===== src/rtl/xlt_pkg.sv =====
package xlt_pkg;
    typedef enum logic [1:0] {
        XK_SEG    = 2'b00,
        XK_PAGE   = 2'b01,
        XK_SEG_R  = 2'b10,
        XK_PAGE_R = 2'b11
    } xkind_e;
endpackage


===== src/rtl/xlt_page_file.sv =====
module xlt_page_file #(
    parameter int NPG   = 4,
    parameter int PG_W  = 10,
    localparam int SEL_W = $clog2(NPG)
) (
    input  logic             clk,
    input  logic             rst_n,
    input  logic             wr_en,
    input  logic [SEL_W-1:0] wr_sel,
    input  logic [PG_W-1:0]  wr_val,
    input  logic [SEL_W-1:0] rd_sel,
    output logic [PG_W-1:0]  rd_val
);
    logic [NPG-1:0][PG_W-1:0] pg_d, pg_q;

    always_comb begin
        pg_d = pg_q;
        if (wr_en) pg_d[wr_sel] = wr_val;
    end

    always_ff @(posedge clk or negedge rst_n) begin
        if (!rst_n) begin
            for (int i = 0; i < NPG; i++) pg_q[i] <= PG_W'(i);
        end else begin
            pg_q <= pg_d;
        end
    end

    assign rd_val = pg_q[rd_sel];

    AST_PG_WRITE_TAKES: assert property (@(posedge clk) disable iff (!rst_n)
        wr_en |=> pg_q[$past(wr_sel)] == $past(wr_val));
endmodule


===== src/rtl/xlt_ext_window.sv =====
module xlt_ext_window
    import xlt_pkg::*;
#(
    parameter int PG_W    = 10,
    parameter int MAX_LEN = 4,
    localparam int LEN_W  = $clog2(MAX_LEN),
    localparam int CNT_W  = $clog2(MAX_LEN + 1)
) (
    input  logic             clk,
    input  logic             rst_n,
    input  logic             cmd_valid,
    input  logic [1:0]       cmd_kind,
    input  logic [PG_W-1:0]  cmd_val,
    input  logic [LEN_W-1:0] cmd_len,
    input  logic             retire,
    input  logic             trap,
    output logic             ovr_on,
    output logic             ovr_seg,
    output logic [PG_W-1:0]  ovr_val
);
    typedef struct packed {
        logic             active;
        logic             seg;
        logic [CNT_W-1:0] cnt;
        logic [PG_W-1:0]  val;
    } win_t;

    win_t w_d, w_q;

    always_comb begin
        w_d = w_q;
        if (trap) begin
            w_d.active = 1'b0;
            w_d.cnt    = '0;
        end else if (cmd_valid) begin
            w_d.active = 1'b1;
            w_d.seg    = (cmd_kind == XK_SEG) || (cmd_kind == XK_SEG_R);
            w_d.val    = cmd_val;
            w_d.cnt    = CNT_W'(cmd_len) + CNT_W'(1);
        end else if (retire && w_q.active) begin
            w_d.cnt = w_q.cnt - CNT_W'(1);
            if (w_q.cnt == CNT_W'(1)) w_d.active = 1'b0;
        end
    end

    always_ff @(posedge clk or negedge rst_n) begin
        if (!rst_n) w_q <= '0;
        else        w_q <= w_d;
    end

    assign ovr_on  = w_q.active && !trap;
    assign ovr_seg = w_q.seg;
    assign ovr_val = w_q.val;

    AST_CNT_BOUND: assert property (@(posedge clk) disable iff (!rst_n)
        w_q.cnt <= CNT_W'(MAX_LEN));
    AST_ACTIVE_HAS_CNT: assert property (@(posedge clk) disable iff (!rst_n)
        w_q.active |-> w_q.cnt != '0);
    AST_LAST_RETIRE_CLOSES: assert property (@(posedge clk) disable iff (!rst_n)
        (w_q.active && w_q.cnt == CNT_W'(1) && retire && !cmd_valid && !trap) |=> !w_q.active);
    AST_RELOAD: assert property (@(posedge clk) disable iff (!rst_n)
        (cmd_valid && !trap) |=> (w_q.active && w_q.cnt == CNT_W'($past(cmd_len)) + CNT_W'(1)));
    AST_TRAP_CLOSES: assert property (@(posedge clk) disable iff (!rst_n)
        trap |=> !w_q.active);
    AST_TRAP_BLOCKS: assert property (@(posedge clk) disable iff (!rst_n)
        trap |-> !ovr_on);
endmodule


===== src/rtl/page_xlate.sv =====
module page_xlate #(
    parameter int LA_W    = 16,
    parameter int PA_W    = 24,
    parameter int NPG     = 4,
    parameter int MAX_LEN = 4,
    localparam int SEL_W  = $clog2(NPG),
    localparam int OFF_W  = LA_W - SEL_W,
    localparam int PG_W   = PA_W - OFF_W,
    localparam int SEG_W  = PA_W - LA_W,
    localparam int LEN_W  = $clog2(MAX_LEN)
) (
    input  logic             clk,
    input  logic             rst_n,
    input  logic             acc_valid,
    input  logic [LA_W-1:0]  log_addr,
    input  logic             data_acc,
    input  logic             pg_wr_en,
    input  logic [SEL_W-1:0] pg_wr_sel,
    input  logic [PG_W-1:0]  pg_wr_val,
    input  logic             cmd_valid,
    input  logic [1:0]       cmd_kind,
    input  logic [PG_W-1:0]  cmd_val,
    input  logic [LEN_W-1:0] cmd_len,
    input  logic             instr_done,
    input  logic             trap_b,
    output logic             phys_valid,
    output logic [PA_W-1:0]  phys_addr
);
    typedef struct packed {
        logic            vld;
        logic [PA_W-1:0] addr;
    } out_t;

    logic [PG_W-1:0] pg_sel_val;
    logic            ovr_on, ovr_seg;
    logic [PG_W-1:0] ovr_val;
    out_t            o_d, o_q;

    xlt_page_file #(.NPG(NPG), .PG_W(PG_W)) u_pages (
        .clk    (clk),
        .rst_n  (rst_n),
        .wr_en  (pg_wr_en),
        .wr_sel (pg_wr_sel),
        .wr_val (pg_wr_val),
        .rd_sel (log_addr[LA_W-1 -: SEL_W]),
        .rd_val (pg_sel_val)
    );

    xlt_ext_window #(.PG_W(PG_W), .MAX_LEN(MAX_LEN)) u_win (
        .clk       (clk),
        .rst_n     (rst_n),
        .cmd_valid (cmd_valid),
        .cmd_kind  (cmd_kind),
        .cmd_val   (cmd_val),
        .cmd_len   (cmd_len),
        .retire    (instr_done),
        .trap      (trap_b),
        .ovr_on    (ovr_on),
        .ovr_seg   (ovr_seg),
        .ovr_val   (ovr_val)
    );

    always_comb begin
        o_d     = o_q;
        o_d.vld = acc_valid;
        if (acc_valid) begin
            if (ovr_on && data_acc) begin
                if (ovr_seg) o_d.addr = {ovr_val[SEG_W-1:0], log_addr};
                else         o_d.addr = {ovr_val, log_addr[OFF_W-1:0]};
            end else begin
                o_d.addr = {pg_sel_val, log_addr[OFF_W-1:0]};
            end
        end
    end

    always_ff @(posedge clk or negedge rst_n) begin
        if (!rst_n) o_q <= '0;
        else        o_q <= o_d;
    end

    assign phys_valid = o_q.vld;
    assign phys_addr  = o_q.addr;

    AST_VALID_FOLLOWS: assert property (@(posedge clk) disable iff (!rst_n)
        acc_valid |=> phys_valid);
    AST_NO_SPURIOUS: assert property (@(posedge clk) disable iff (!rst_n)
        !acc_valid |=> !phys_valid);
    AST_OFFSET_KEPT: assert property (@(posedge clk) disable iff (!rst_n)
        acc_valid |=> phys_addr[OFF_W-1:0] == $past(log_addr[OFF_W-1:0]));
    AST_STACK_NORMAL: assert property (@(posedge clk) disable iff (!rst_n)
        (acc_valid && !data_acc) |=> phys_addr[PA_W-1 -: PG_W] == $past(pg_sel_val));
endmodule


===== config.mk =====
export PLATFORM = sky130hd
export DESIGN_NAME = page_xlate
export DESIGN_NICKNAME = d
export VERILOG_FILES = /design/src/rtl/xlt_pkg.sv /design/src/rtl/xlt_page_file.sv /design/src/rtl/xlt_ext_window.sv /design/src/rtl/page_xlate.sv
export SDC_FILE = /design/constraint.sdc
export NUM_CORES = 1
export LEC_CHECK = 0
export BUFFER_PORTS_ARGS = -buffer_cell sky130_fd_sc_hd__clkbuf_2
export CORE_MARGIN = 3
export CORE_UTILIZATION = 30
export DETAILED_ROUTE_END_ITERATION = 10
export PLACE_DENSITY_LB_ADDON = 0.08
export SYNTH_ARGS = -nofsm -noshare
export SYNTH_HDL_FRONTEND = slang
export SYNTH_HIERARCHICAL = 1
export SYNTH_SLANG_ARGS = --single-unit

===== constraint.sdc =====
create_clock -name clk -period 1.6 [get_ports clk]
set_input_delay 0 -clock clk [delete_from_list [all_inputs] [get_ports clk]]
set_output_delay 0 -clock clk [all_outputs]
set_load 0.005 [all_outputs]

==> impl_metrics.ini, run 1 <==
[routing]
postRouteAntennaNets = 0
drtPass1Iterations = 4
wirelength_mm = 8.45
drc = 0
via_per_inst = 4.37
drt_iter0_drc = 68
wl_per_cell_um = 15.6
vias = 2366

[floorplanning]
start_util = 0.314
core_sq_mm = 0.0123
rows = 40
die_y_um = 119
die_x_um = 119
dieArea_sq_mm = 0.0143
ios = 75

[placed_design]
gp_congestion = 0.723
io_buffers = 73
dpl.hpwl_mm = 5.75
place_ws_ns = 0.130

[timing]
fin_setup_tns_ns = 0
setup_slack_ns = 0.101
final_hold_viol_count = 0
worstMarginPinSlew_ns = 0.546
setup_violations = 0
grt_setup_unrepaired = false
slew_headroom = 0.636
hold_ws_ns = 0.0282
fmax_ghz = 0.667
clock_skew_ns = 0.00572
slew_viol_final = 0
period_minus_slack_ns = 1.50
finalCritPeriodShare = 0.937

[power_and_ir_drop]
swShare = 0.234
internal_power_mw = 4.53
total_power_mw = 5.91
ir_drop_uv = 483
clkPwrFrac = 0.386
powerDensity_mw_per_mm2 = 1170
power_frac_comb = 0.179
p_leak_nw = 2.34
power_switching_mw = 1.38
seqPwrFrac = 0.435

[critical_path]
cp.arrival_ns = 1.71
crit_required_ns = 1.81
end_kind = flip-flop
reg2reg_from = u_win/w_q[14]
regToRegSetupSlack_ns = 0.10
crit_start = u_win/w_q[14]
cp-start-kind = flip-flop
rr_worst_depth = 4
crit_fanout = 10
critical_path_class = flip-flop to flip-flop
reg2reg_to = phys_addr[22]
crit_path_end = phys_addr[22]

[final_layout]
area_growth_pct = 31.1
layout-drive-gt1-share = 0.496
layout.nets = 421
final-seq-area_sq_mm = 0.00201
diodes = 0
fillers = 1202
multi_input_area_sq_mm = 0.00160
final_core_util = 0.411

[synth]
yosys.cell_count.top_type = dfrtp_1
ys_seq_elements = 80
ys_warn_count = 6
syn_nets = 311
synth-async-reset-ratio = 1.00
synth_cells = 258
synth_largest_area_cell = dfrtp_1
ys_seq_area_frac = 0.520
synthTopCellsByCount = dfrtp_1, mux2_4, mux2_2, inv_1, nor2b_1
synthTopCellsByArea = dfrtp_1, mux2_4, mux2_2
synth_flop_cell = dfrtp_1
postSynthAreaPerCell_sq_um = 15.0
synth_top_area_share = 0.493
synth.distinct_cells = 36
syn_area_sq_mm = 0.00386
synth-edff-count = 0

[global_route]
grt_pass1_wl_mm = 13.8
grt_pass1_vias = 2531
antenna_found_initial = 0
grt_max_degree = 40
globalRouteOverflowTotal = 0
track_usage = 0.126

[clock_tree]
clock-sinks = 80
clock_latency_ns = 0.34
cts_max_path_buffers = 2
cts_tree = yes
root_buffer = clkbuf_16
htreeDepth = 3
post_cts_buffers = 0
clk_pin_slew_ns = 0.06
cts_buffers = 9

[run]
cap_violations = 0

[outcome]
outcome = completed

[min_path]
hold_class = input port to flip-flop
hp-start = instr_done
-- worst min-delay path by stage --
stage	depth (start not counted)	end
after floorplan	0	phys_addr[0]
after global placement	1	u_win/ovr_seg
after detailed placement	1	phys_addr[20]
after CTS	3	u_win/w_q[14]
after global routing	3	u_win/w_q[11]
final	3	u_win/w_q[14]
-- layout by cell type, fill, tap and decap left out, drive strengths merged, types with 2 or more instances in the layout --
cell type and n:
bufinv 2, o21ai 10, nand3b 4, nor2b 14
a311oi 2, ha 3, o22ai 10, mux2 64
clkbuf 86, inv 14, dfrtp 76, dfstp 4
buf 11, a211oi 10, mux4 10, dlygate4sd3 39
-- power groups by stage --
stage / registers, mW / clock network, mW / logic (mW)
floorplan: 2.54 / 0 / 0.735
global placement: 2.60 / 0 / 0.988
detailed placement: 2.60 / 0 / 1.00
CTS: 2.57 / 2.37 / 1.08
global route: 2.61 / 2.45 / 1.16
finish: 2.57 / 2.28 / 1.06
-- through the flow --
stage / std cells / area (sq um)
floorplan: 258 / 3860
global placement: 486 / 4330
detailed placement: 486 / 4330
CTS: 541 / 5050
global route: 541 / 5060
finish: 541 / 5060
-- per-layer routing --
layer,global-route usage,up-vias,wire (um)
met2,0.180,50,3760
li1,-,1141,-
met4,0.0387,0,99
met1,0.178,1166,4210
met3,0.0461,9,385
met5,0,-,0
-- area by class of cell --
class                           instances  area share
Sequential cell                        80       0.397
Multi-Input combinational cell        141       0.316
Timing Repair Buffer                  122       0.170
Clock buffer                           14      0.0542
Tap cell                              168      0.0415
Clock inverter                          2      0.0119
Inverter                               14      0.0104
-- worst max-delay path, cell delays in order, from the launching register on --
cell and delay, ns:
dfrtp_1 0.45, nor2b_1 0.26, nand2_2 0.21, a211oi_1 0.32, o22ai_1 0.13
-- kinds of logic after synthesis --
group | share of synthesized area
flops | 0.520
mux | 0.285
compound gates | 0.0710
buf+inv | 0.0674
simple gates | 0.0473
fa+ha+maj | 0.00973
-- state kept, by name, indices dropped and copies added, names as in the netlist --
name,cells
u_win/ovr_seg,1
phys_addr,24
u_win/w_q,4
phys_valid,1
u_win/ovr_val,10
u_pages/pg_q,40
-- what timing repair did --
action / in CTS / in global routing
hold buffers: 39 / 0
endpoints found under the hold margin: 101 / 0
resized for setup: 0 / 1
endpoints found under the setup margin: 0 / 1
Power figures use the tool's default switching activity.
==> run 2, diff against run 1 <==
ABC_AREA = 1   (was unset)
==> run 2 against run 1 <==
Compared with the run above:
- critical path depth up 2
- register-to-register slack better by 0.30 ns
- synthesized area up 8.2%
- flip-flop and latch count unchanged
- total power down 8.3%
- count of clock-buffer cells in the layout down 2
- first-iteration DRC count rose to 2.7 times the previous value
- clock skew down 0.0035 ns
- cell area up 4.5%
- maximum frequency up 25%
- highest routed layer unchanged
- via count up 54%
- final cell count up 52%
==> impl_metrics.ini, run 2 <==
[placed_design]
place_ws_ns = 0.418
dpl.hpwl_mm = 7.63
gp_congestion = 0.798
place_area_sq_mm = 0.00464
io_buffers = 73

[critical_path]
cp.arrival_ns = 1.43
crit_start = u_win/w_q[14]
critical_path_class = flip-flop to flip-flop
cp-start-kind = flip-flop
cp_num_buf_inv = 2
reg2reg_from = u_win/w_q[14]
critical_path.top_delay_family = flip-flops
crit_fanout = 10
crit_required_ns = 1.83
slowest_stage = dfrtp_1
path_cells = inv_1, nor2_1, nand2_1, clkinv_1, nand3_1, a21oi_2
end_kind = flip-flop
slowest_delay_ns = 0.38

[timing]
fmax_ghz = 0.833
worstMarginPinSlew_ns = 0.507
grt_setup_unrepaired = false
setup_violations = 0
hold_ws_ns = 0.0112
slew_headroom = 0.662
final_hold_viol_count = 0
slew_viol_final = 0
finalCritPeriodShare = 0.750
period_minus_slack_ns = 1.20
setup_slack_ns = 0.400
clock_skew_ns = 0.00227
fin_setup_tns_ns = 0

[global_route]
grt_max_degree = 37
globalRouteOverflowTotal = 0
grt_pass1_wl_mm = 18.7
grt_pass1_vias = 3605
antenna_found_initial = 0
track_usage = 0.158

[synth]
synthTopCellsByArea = dfrtp_1, nand2_1, nand3_1
synth_top_area_share = 0.455
synthTopCellsByCount = nand2_1, dfrtp_1, inv_1, nand3_1, nand4_1
synth_cells = 539
postSynthAreaPerCell_sq_um = 7.75
ys_warn_count = 6
ys_seq_area_frac = 0.480
synth_largest_area_cell = dfrtp_1
synth.distinct_cells = 25
synth-async-reset-ratio = 1.00
syn_nets = 592
synth-edff-count = 0
syn_area_sq_mm = 0.00418
ys_seq_elements = 80
synth_flop_cell = dfrtp_1
yosys.cell_count.top_type = nand2_1

[floorplanning]
rows = 42
ios = 75
core_sq_mm = 0.0135
dieArea_sq_mm = 0.0154
die_x_um = 124
start_util = 0.311
die_y_um = 124

[final_layout]
multi_input_area_sq_mm = 0.00164
final_common_cell = nand2_1
layout-drive-gt1-share = 0.229
largest_reg_flops = 40
fillers = 1449
area_growth_pct = 26.6
final_cell_mix = nand2_1, dfrtp_1, clkbuf_2
final-seq-area_sq_mm = 0.00201
diodes = 0
fin_area_sq_mm = 0.00529
top_register = u_pages/pg_q
final_core_util = 0.393
layout.nets = 693

[run]
cap_violations = 0

[clock_tree]
clock-sinks = 80
cts_buffers = 9
htreeDepth = 3
clock_latency_ns = 0.34
clk_pin_slew_ns = 0.06
cts_tree = yes
root_buffer = clkbuf_16
post_cts_resize_count = 0
cts_max_path_buffers = 2

[power_and_ir_drop]
power_switching_mw = 1.59
seqPwrFrac = 0.457
swShare = 0.292
p_leak_nw = 2.86
internal_power_mw = 3.84
powerDensity_mw_per_mm2 = 1030
power_frac_comb = 0.192
clkPwrFrac = 0.351
ir_drop_uv = 404

[outcome]
outcome = completed

[routing]
postRouteAntennaNets = 0
vias = 3632
wirelength_mm = 11.3
drt_iter0_drc = 182
drtPass1Iterations = 4
via_per_inst = 4.42
drc = 0
wl_per_cell_um = 13.7

[min_path]
hold_class = input port to flip-flop
hp-start = acc_valid
run 2: cell types whose count changed after synthesis, moves of 11 or more:
cell / change
nand2_1: +204
inv_1: +55
nand3_1: +53
mux2_4: -38
mux2_2: -26
nand4_1: +20
nor2_1: +17
nor2b_1: -13
a21oi_2: +12
buf_2: +12
nand2_2: +11
run 2: through the flow:
step,cells,total power [mW]
finish,821,5.42
global route,821,5.78
CTS,821,5.50
detailed placement,767,3.50
global placement,767,3.49
floorplan,539,3.16
run 2: cell families after synthesis:
group           Yosys count  share of synthesized area
simple gates            311                      0.321
flops                    80                      0.480
buf+inv                 110                      0.128
compound gates           35                     0.0617
fa+ha+maj                 3                    0.00899
run 2: power by group through the flow:
stage | registers (mW) | clock network [mW] | logic, mW
CTS | 2.48 | 1.96 | 1.07
floorplan | 2.48 | 0 | 0.676
finish | 2.48 | 1.90 | 1.04
global placement | 2.50 | 0 | 0.984
detailed placement | 2.51 | 0 | 0.990
global route | 2.51 | 2.05 | 1.22
run 2: area by class of cell:
type,count,share of cell area
repair buffers,126,0.165
clock buffers,12,0.0466
multi-input cells,349,0.310
clock inverters,4,0.00379
well taps,176,0.0416
inverters,74,0.0535
flip-flops and latches,80,0.380
run 2: metal layers:
layer  part of all wire  wire length (um)  global-route usage
met3              0.047               531              0.0259
met2               0.45              5080               0.250
met1               0.49              5470               0.217
met4              0.016               183              0.0630
met5                  0                 0                   0
run 2: worst paths after layout:
| path | end | slack, ns | cells past startpoint |
|---|---|---|---|
| max | phys_addr[19] | 0.40 | 6 |
| min | phys_valid | 0.01 | 1 |
| max reg2reg | phys_addr[19] | 0.40 | 6 |
| min reg2reg | u_pages/pg_q[21] | 0.46 | 2 |
| max in group asynchronous | phys_addr[21] | 0.78 | 3 |
| min in group asynchronous | phys_addr[9] | 0.17 | 2 |
run 2: repair_timing:
item                                   CTS  global route
hold buffers                            38             0
buffers inserted                         0             0
endpoints found under the hold margin  100             0
